===== config.mk =====
export PLATFORM = sky130hd
export DESIGN_NAME = twi_byte_path
export DESIGN_NICKNAME = d
export VERILOG_FILES = /design/src/rtl/twi_pkg.sv /design/src/rtl/twi_shift_unit.sv /design/src/rtl/twi_addr_match.sv /design/src/rtl/twi_reg_bank.sv /design/src/rtl/twi_byte_path.sv
export SDC_FILE = /design/constraint.sdc
export NUM_CORES = 1
export LEC_CHECK = 0
export ABC_AREA = 0
export BUFFER_PORTS_ARGS = -buffer_cell sky130_fd_sc_hd__buf_2
export CORE_MARGIN = 8
export CORE_UTILIZATION = 58
export CTS_CLUSTER_SIZE = 40
export DETAILED_ROUTE_END_ITERATION = 12
export PLACE_DENSITY_LB_ADDON = 0.2
export SKIP_LAST_GASP = 1
export SLEW_MARGIN = 0
export SYNTH_ARGS = -nofsm -noshare
export SYNTH_HDL_FRONTEND = slang
export SYNTH_SLANG_ARGS = --single-unit

===== constraint.sdc =====
create_clock -name clk -period 4 [get_ports clk]
set_clock_uncertainty 0.1 [all_clocks]
set_input_delay 0.8 -clock clk [delete_from_list [all_inputs] [get_ports clk]]
set_output_delay 0.8 -clock clk [all_outputs]
set_load 0.01 [all_outputs]

===== src/rtl/twi_pkg.sv =====
package twi_pkg;

    typedef enum logic [1:0] {
        MODE_MTX = 2'd0,
        MODE_STX = 2'd1,
        MODE_MRX = 2'd2,
        MODE_SRX = 2'd3
    } twi_mode_e;

    // Upper mode bit selects the receive direction
    function automatic logic mode_is_rx(input logic [1:0] m);
        return m[1];
    endfunction

endpackage


===== src/rtl/twi_shift_unit.sv =====
module twi_shift_unit #(
    parameter int BITS = 8
) (
    input  logic            clk,
    input  logic            rst_n,
    input  logic [1:0]      mode,
    input  logic            bit_tick,
    input  logic            start_seen,
    input  logic            load,
    input  logic [BITS-1:0] load_data,
    input  logic            sda_in,
    output logic            sda_out,
    output logic            busy,
    output logic            byte_done,
    output logic [BITS-1:0] byte_val
);
    import twi_pkg::*;

    localparam int CW = $clog2(BITS);
    localparam logic [CW-1:0] LAST = CW'(BITS - 1);

    typedef struct packed {
        logic [BITS-1:0] shreg;
        logic [CW-1:0]   cnt;
        logic            busy;
    } shift_st_t;

    shift_st_t st_d, st_q;
    logic [CW-1:0] cnt_base;
    logic          rx;

    always_comb begin
        st_d      = st_q;
        rx        = mode_is_rx(mode);
        cnt_base  = start_seen ? '0 : st_q.cnt;
        byte_done = 1'b0;
        byte_val  = {st_q.shreg[BITS-2:0], sda_in};
        if (rx) begin
            st_d.busy = 1'b0;
            st_d.cnt  = cnt_base;
            if (bit_tick) begin
                st_d.shreg = byte_val;
                if (cnt_base == LAST) begin
                    st_d.cnt  = '0;
                    byte_done = 1'b1;
                end else begin
                    st_d.cnt = cnt_base + 1'b1;
                end
            end
        end else if (load) begin
            st_d.shreg = load_data;
            st_d.busy  = 1'b1;
            st_d.cnt   = '0;
        end else if (st_q.busy && bit_tick) begin
            st_d.shreg = {st_q.shreg[BITS-2:0], 1'b0};
            if (st_q.cnt == LAST) begin
                st_d.busy = 1'b0;
                st_d.cnt  = '0;
            end else begin
                st_d.cnt = st_q.cnt + 1'b1;
            end
        end
    end

    always_ff @(posedge clk or negedge rst_n) begin
        if (!rst_n) st_q <= '0;
        else        st_q <= st_d;
    end

    assign busy    = st_q.busy;
    assign sda_out = (!mode_is_rx(mode) && st_q.busy) ? st_q.shreg[BITS-1] : 1'b1;

endmodule


===== src/rtl/twi_addr_match.sv =====
module twi_addr_match #(
    parameter int BITS = 8
) (
    input  logic            clk,
    input  logic            rst_n,
    input  logic [1:0]      mode,
    input  logic            start_seen,
    input  logic            byte_done,
    input  logic [BITS-1:0] byte_val,
    input  logic [BITS-2:0] own_addr,
    output logic            addr_byte,
    output logic            addr_hit,
    output logic            rw_dir
);
    import twi_pkg::*;

    typedef struct packed {
        logic addr_phase;
        logic hit;
        logic rw;
    } match_st_t;

    match_st_t st_d, st_q;
    logic      srx;

    always_comb begin
        st_d      = st_q;
        addr_byte = 1'b0;
        srx       = (mode == MODE_SRX);
        if (start_seen) begin
            st_d.addr_phase = srx;
            st_d.hit        = 1'b0;
        end else if (byte_done && st_q.addr_phase && srx) begin
            addr_byte       = 1'b1;
            st_d.addr_phase = 1'b0;
            st_d.hit        = (byte_val[BITS-1:1] == own_addr);
            if (byte_val[BITS-1:1] == own_addr) st_d.rw = byte_val[0];
        end
    end

    always_ff @(posedge clk or negedge rst_n) begin
        if (!rst_n) st_q <= '0;
        else        st_q <= st_d;
    end

    assign addr_hit = st_q.hit;
    assign rw_dir   = st_q.rw;

endmodule


===== src/rtl/twi_reg_bank.sv =====
module twi_reg_bank #(
    parameter int              BITS      = 8,
    parameter int              AW        = 8,
    parameter logic [AW-1:0]   DATA_ADDR = 8'h9B,
    parameter logic [AW-1:0]   SADR_ADDR = 8'h9A,
    parameter logic [AW-1:0]   RATE_ADDR = 8'h9C
) (
    input  logic            clk,
    input  logic            rst_n,
    input  logic [AW-1:0]   addr,
    input  logic            wr,
    input  logic            rd,
    input  logic [BITS-1:0] wdata,
    output logic [BITS-1:0] rdata,
    input  logic            busy,
    input  logic            rx_load,
    input  logic [BITS-1:0] rx_byte,
    output logic            tx_load,
    output logic [BITS-1:0] rate,
    output logic [BITS-2:0] own_addr,
    output logic            rx_done,
    output logic            wcol
);
    typedef struct packed {
        logic [BITS-1:0] rate;
        logic [BITS-2:0] saddr;
        logic [BITS-1:0] rxbuf;
        logic            rx_done;
        logic            wcol;
    } bank_st_t;

    bank_st_t st_d, st_q;
    logic     data_sel;

    always_comb begin
        st_d     = st_q;
        data_sel = (addr == DATA_ADDR);
        tx_load  = wr && data_sel && !busy;
        if (wr && addr == RATE_ADDR) st_d.rate  = wdata;
        if (wr && addr == SADR_ADDR) st_d.saddr = wdata[BITS-1:1];
        if (wr && data_sel)          st_d.wcol  = busy;
        if (rd && data_sel)          st_d.rx_done = 1'b0;
        if (rx_load) begin
            st_d.rxbuf   = rx_byte;
            st_d.rx_done = 1'b1;
        end
        if (data_sel)                rdata = st_q.rxbuf;
        else if (addr == SADR_ADDR)  rdata = {st_q.saddr, 1'b0};
        else if (addr == RATE_ADDR)  rdata = st_q.rate;
        else                         rdata = '0;
    end

    always_ff @(posedge clk or negedge rst_n) begin
        if (!rst_n) st_q <= '0;
        else        st_q <= st_d;
    end

    assign rate     = st_q.rate;
    assign own_addr = st_q.saddr;
    assign rx_done  = st_q.rx_done;
    assign wcol     = st_q.wcol;

endmodule


===== src/rtl/twi_byte_path.sv =====
module twi_byte_path #(
    parameter int            BITS      = 8,
    parameter int            AW        = 8,
    parameter logic [AW-1:0] DATA_ADDR = 8'h9B,
    parameter logic [AW-1:0] SADR_ADDR = 8'h9A,
    parameter logic [AW-1:0] RATE_ADDR = 8'h9C
) (
    input  logic            clk,
    input  logic            rst_n,
    input  logic [AW-1:0]   reg_addr,
    input  logic            reg_wr,
    input  logic            reg_rd,
    input  logic [BITS-1:0] reg_wdata,
    output logic [BITS-1:0] reg_rdata,
    input  logic [1:0]      mode,
    input  logic            bit_tick,
    input  logic            start_seen,
    input  logic            sda_in,
    output logic            sda_out,
    output logic            busy,
    output logic            rx_done,
    output logic            wcol,
    output logic            addr_hit,
    output logic            rw_dir,
    output logic [BITS-1:0] rate_sel
);
    logic            tx_load;
    logic            byte_done;
    logic [BITS-1:0] byte_val;
    logic [BITS-2:0] own_addr;
    logic            addr_byte;
    logic            rx_load;

    // Address bytes are consumed by the matcher, not buffered
    assign rx_load = byte_done && !addr_byte;

    twi_reg_bank #(
        .BITS(BITS), .AW(AW),
        .DATA_ADDR(DATA_ADDR), .SADR_ADDR(SADR_ADDR), .RATE_ADDR(RATE_ADDR)
    ) u_bank (
        .clk(clk), .rst_n(rst_n),
        .addr(reg_addr), .wr(reg_wr), .rd(reg_rd),
        .wdata(reg_wdata), .rdata(reg_rdata),
        .busy(busy), .rx_load(rx_load), .rx_byte(byte_val),
        .tx_load(tx_load), .rate(rate_sel), .own_addr(own_addr),
        .rx_done(rx_done), .wcol(wcol)
    );

    twi_shift_unit #(.BITS(BITS)) u_shift (
        .clk(clk), .rst_n(rst_n), .mode(mode),
        .bit_tick(bit_tick), .start_seen(start_seen),
        .load(tx_load), .load_data(reg_wdata), .sda_in(sda_in),
        .sda_out(sda_out), .busy(busy),
        .byte_done(byte_done), .byte_val(byte_val)
    );

    twi_addr_match #(.BITS(BITS)) u_match (
        .clk(clk), .rst_n(rst_n), .mode(mode),
        .start_seen(start_seen), .byte_done(byte_done),
        .byte_val(byte_val), .own_addr(own_addr),
        .addr_byte(addr_byte), .addr_hit(addr_hit), .rw_dir(rw_dir)
    );

endmodule


# Word level (Yosys, flattened, before mapping)

Cells that the tools add are included.
W data, S select, Z words.

Flip-flop bits (word level): 40
Bits of input ports: 25
Output and inout port bits: 22
Word-level logic and storage cells: 64

Add/sub/neg operators: 2
Equal/unequal tests: 8
Mux-type cells: 22
Bitwise operators: 1
Reduce and logical (&&, ||, !) cells: 20

Operators with widths:

| kind                  | count |
|---|---|
| $mux W12              | 3 |
| $eq A8 B8 Y1 const B  | 3 |
| $mux W8               | 3 |
| $mux W3               | 4 |
| $mux W11              | 1 |
| $logic_and A1 B1 Y1   | 10 |
| $mux W1               | 10 |
| $eq A7 B7 Y1          | 1 |
| $add A3 B1 Y3 const B | 2 |
| $eq A3 B3 Y1 const B  | 2 |
| $reduce_bool A3 Y1    | 2 |
| $reduce_and A2 Y1     | 2 |
| $reduce_bool A2 Y1    | 2 |
| $logic_not A1 Y1      | 3 |
| $reduce_and A3 Y1     | 1 |
| $eq A2 B2 Y1 const B  | 1 |
| $mux W2               | 1 |
| $ne A2 B1 Y1 const B  | 1 |
| $not A1 Y1            | 1 |

# Logic depth before layout (Yosys ltp)

Word-level depth: 12
Depth in mapped cells: 7
Depth with buffers taken out: 7

# Modules after synthesis

Synthesis repeated with hierarchy kept, for this count alone.

Cells, all modules: 216
Area, all modules: 2367.3 µm²

By module, submodules not included:

| module         | instances | cells an instance | area each (µm²) | seq. area each (µm²) |
|---|---|---|---|---|
| twi_reg_bank   | 1         | 104               | 1322.5          | 625.6 |
| twi_shift_unit | 1         | 88                | 807.0           | 300.3 |
| twi_addr_match | 1         | 23                | 224.0           | 75.1 |
| twi_byte_path  | 1         | 1                 | 13.8            | 0.0 |

# Worst setup path before layout

OpenSTA, ideal clock, no wires.

Path kind: input to output
From: input reg_addr[5]
To: output reg_rdata[1]
Arrival time: 1.748 ns
Data required time: 3.100 ns
Slack: 1.352 ns
Stages on the path: 4
Buffers on the path: 1
Cells stage by stage: nand4b_4 or3_1 clkbuf_1 o21ai_0

Word-level cells in the longest chain between the ends: 4
Elaborated cells on any way between the ends: 6
Classes of those cells: 3 x eq/ne; 3 x mux

RTL lines:

| item         | RTL line            | text |
|---|---|---|
| from (decl)  | twi_byte_path.sv:10 | `input logic [AW-1:0] reg_addr,` |
| $eq A8 B8 Y1 | twi_reg_bank.sv:49  | `else if (addr == RATE_ADDR) rdata = st_q.rate;` |
| $mux W8      | twi_reg_bank.sv:49  |  |
| $mux W8      | twi_reg_bank.sv:48  | `else if (addr == SADR_ADDR) rdata = {st_q.saddr, 1'b0};` |
| $mux W8 *    | twi_reg_bank.sv:47  | `if (data_sel) rdata = st_q.rxbuf;` |
| to (decl)    | twi_byte_path.sv:14 | `output logic [BITS-1:0] reg_rdata,` |

Every way passes the cells marked *; elsewhere a longest branch is shown, timed or not.

# Worst setup path in the final report

From: input reg_addr[2]
To: output reg_rdata[3]

Same word-level chain as after synthesis.

==> out/metrics.cfg <==
[clock_tree]
tritoncts=built
cts_hold_buf=0
h-tree-depth=2
root_buffer=clkbuf_8
cts_setup_buffers=0
clock_sinks=40
cts-resized-gates=0
cts.reportedPaths.clkPinSlew_ns=0.07
clk_path_buf_depth=2
worstSkewPairLatency_ns=0.29
numCtsBuffers=5

[synthesis]
synth_ff_type=dfrtp_1
netlist.area_leader.share_pct=46.8
yosys_warnings=0
yosysSeqAreaShare_pct=46.8
ys_ff_latch=40
syn_area_um2=2140
ys_types=46
synth_area_leader_cell=dfrtp_1
synthTopCellsByArea=dfrtp_1 47%, mux2_2 8.4%, mux2_1 4.7%
synth_edf_count=0
netlist_instances=187
syn_nets=216
synthArstFlopShare_pct=100
syn_area_per_cell_um2=11.4

[power_and_ir_drop]
power_density_nw_per_um2=365
p_leak_uw=0.00131
ir_drop_mv=0.280

[timing]
tns_ns=0
final.setup.worst_slack_ns=0.977
finalHoldViolations=0
finalCritPeriodShare_pct=75.6
drv_slew=0
slew_headroom_pct=43.1
max_freq_mhz=331
setup_viol=0
worstMarginPinSlew_ns=0.854
rsz0062_at_grt=false
min_period_ns=3.02
holdWs_ns=0.374

[finish]
drive_above_1_share_pct=34.5
n_fill_cell=301
stdcell_area_um2=2440
fin_nets=254
num_antenna_cells=0
syn_to_final_growth_pct=14.1

[floorplanning]
initial_core_util_pct=59.4
dieArea_um2=5890
chipHeight_um=76.8
die_x_um=76.8
num_rows=22
top_level_ports=47
core_um2=3610

[hold_path]
min_delay_worst_endpoint=u_shift.st_q[11]
hp-class=reg -> reg
min_from=u_shift.st_q[11]
min_path_cells=1

[critical_path]
arrival_ns=2.12
r2r-start=u_shift.st_q[1]
cp_cell_sequence=buf_2, nor2b_1, a22oi_1, o21ai_0, buf_2
endpoint_kind=primary output
path_common_cell=buf_2
timing.critical_path.buf_inv=2
rrSetupSlack_ns=1.85
slowest_delay_ns=0.62
path_depth=5
cp_top_family=simple AND/OR/NAND/NOR gates
cp_slowest_cell=nor2b_1
worstPathRequired_ns=3.10
r2r-end=u_match.rw_dir
cp_max_fo=9
start_kind=primary input
ff2ff_path_depth=7
path_class=in -> out

[route]
dr.first_iter.drc_count=109
antenna_left=0
vias=1625
drt_wl_total_um=4860
via_per_inst=5.93
post_drt_wl_per_cell_um=17.7
drc=0
drtPass1Iterations=4

[global_routing]
grt_overflow_total=0
antenna_found_initial=0
grt_start_max_net_pins=41
grt_pass1_wl_um=8250
grt_pass1_vias=1682
track_usage_pct=17.4

[placement]
port_buffers=46
hpwl_um=3600
finalWeightedCongestion=0.814
pre_cts_slack_ns=1.02
placed_cell_area_um2=2330

[run]
drv_cap=0

[outcome]
status=finished clean

-- state kept, by name, indices dropped and copies added, names as in the netlist --
| signal | flops |
|---|---|
| u_shift.byte_val | 7 |
| u_bank.wcol | 1 |
| u_bank.rate | 8 |
| u_match.addr_hit | 1 |
| u_match.rw_dir | 1 |
| u_bank.rx_done | 1 |
| u_bank.own_addr | 7 |
| u_match.st_q | 1 |
| u_bank.st_q | 8 |
| u_shift.st_q | 4 |
| u_shift.busy | 1 |
-- synth_stat cells (2+ instances only) --
cell / n
nand4_1: 2
xor2_1: 7
a21oi_1: 3
buf_4: 8
a21o_1: 7
nand3b_1: 2
mux2i_1: 3
a22oi_1: 7
o22ai_1: 4
ha_1: 4
o21ai_0: 6
dfrtp_1: 40
nand2_1: 14
nor2b_1: 6
clkbuf_1: 3
mux2_1: 9
a22o_1: 7
nor2_1: 2
nor3_1: 4
inv_1: 3
nand3_1: 5
mux2_2: 16
buf_2: 2
-- worst max path at each step --
| stage | start | to | slack, ns |
|---|---|---|---|
| 4_1_cts | reg_addr[5] | reg_rdata[3] | 1.01 |
| 3_3_place_gp | reg_addr[5] | reg_rdata[3] | 1.03 |
| 6_report | reg_addr[2] | reg_rdata[3] | 0.98 |
| 2_1_floorplan | reg_addr[5] | reg_rdata[1] | 1.35 |
| 5_1_grt | reg_addr[5] | reg_rdata[6] | 0.84 |
| 3_5_place_dp | reg_addr[5] | reg_rdata[3] | 1.02 |
-- worst reg2reg max path, stage by stage (launching register included) --
cell and delay (ns):
dfrtp_1 0.40, nor2b_1 0.26, ha_1 0.20, ha_1 0.18, nand3_1 0.11, nor3_1 0.30
nand4_1 0.19, mux2_2 0.31
-- power by group --
group	leakage, µW	switching [µW]	internal (µW)
Sequential	0.000546	27.8	431
Combinational	0.000705	58.2	53.3
Clock	0.0000552	136	185
-- logic make-up after synthesis --
| family | share of synthesized area, % |
|---|---|
| flip-flops | 46.8 |
| buffers and inverters | 5.03 |
| AO/OA/AOI/OAI | 14.1 |
| AND/OR/NAND/NOR | 14.0 |
| adder cells (fa/ha/maj) | 2.34 |
| multiplexers | 14.6 |
| XOR/XNOR | 3.27 |
-- per-layer routing --
| layer | global-route usage [%] | wire length [µm] | share of wire (%) | up-vias |
|---|---|---|---|---|
| met4 | 7.69 | 85 | 1.7 | 0 |
| li1 | - | - | - | 754 |
| met1 | 21.7 | 2100 | 43 | 799 |
| met2 | 27.1 | 2370 | 49 | 64 |
| met5 | 0 | 0 | 0 | - |
| met3 | 5.13 | 309 | 6.4 | 8 |
-- stage by stage --
stage	cells	util, %	power, µW
2_1_floorplan	187	-	534
3_3_place_gp	266	64.7	572
3_5_place_dp	266	64.7	578
4_1_cts	274	67.7	897
5_1_grt	274	67.7	932
6_report	274	67.7	891
-- final cells by class --
| type | instances | area [µm²] | share of cell area (%) |
|---|---|---|---|
| well taps | 48 | 60.1 | 2.46 |
| multi-input cells | 129 | 1030 | 42.3 |
| repair buffers | 46 | 230 | 9.43 |
| clock buffers | 6 | 72.6 | 2.97 |
| flip-flops and latches | 40 | 1000 | 41.0 |
| inverters | 3 | 11.3 | 0.461 |
| clock inverters | 2 | 35.0 | 1.43 |
-- layout by cell type, fill, tap and decap left out, drive strengths merged, types with 2 or more instances in the layout --
master	synthesis	layout
dfrtp	40	40
a21oi	3	3
mux2	25	25
a22o	7	7
nand4	2	2
nand3b	2	2
nand2	14	14
and3	2	2
nor2	3	3
nor2b	6	6
a22oi	7	7
mux2i	3	3
buf	12	46
or3	2	2
clkbuf	3	6
nand3	5	5
nor3	5	5
o22ai	4	4
inv	3	3
xor2	7	7
a21o	7	7
o21ai	7	7
ha	4	4
No activity file was read; power rests on OpenSTA's default activity.
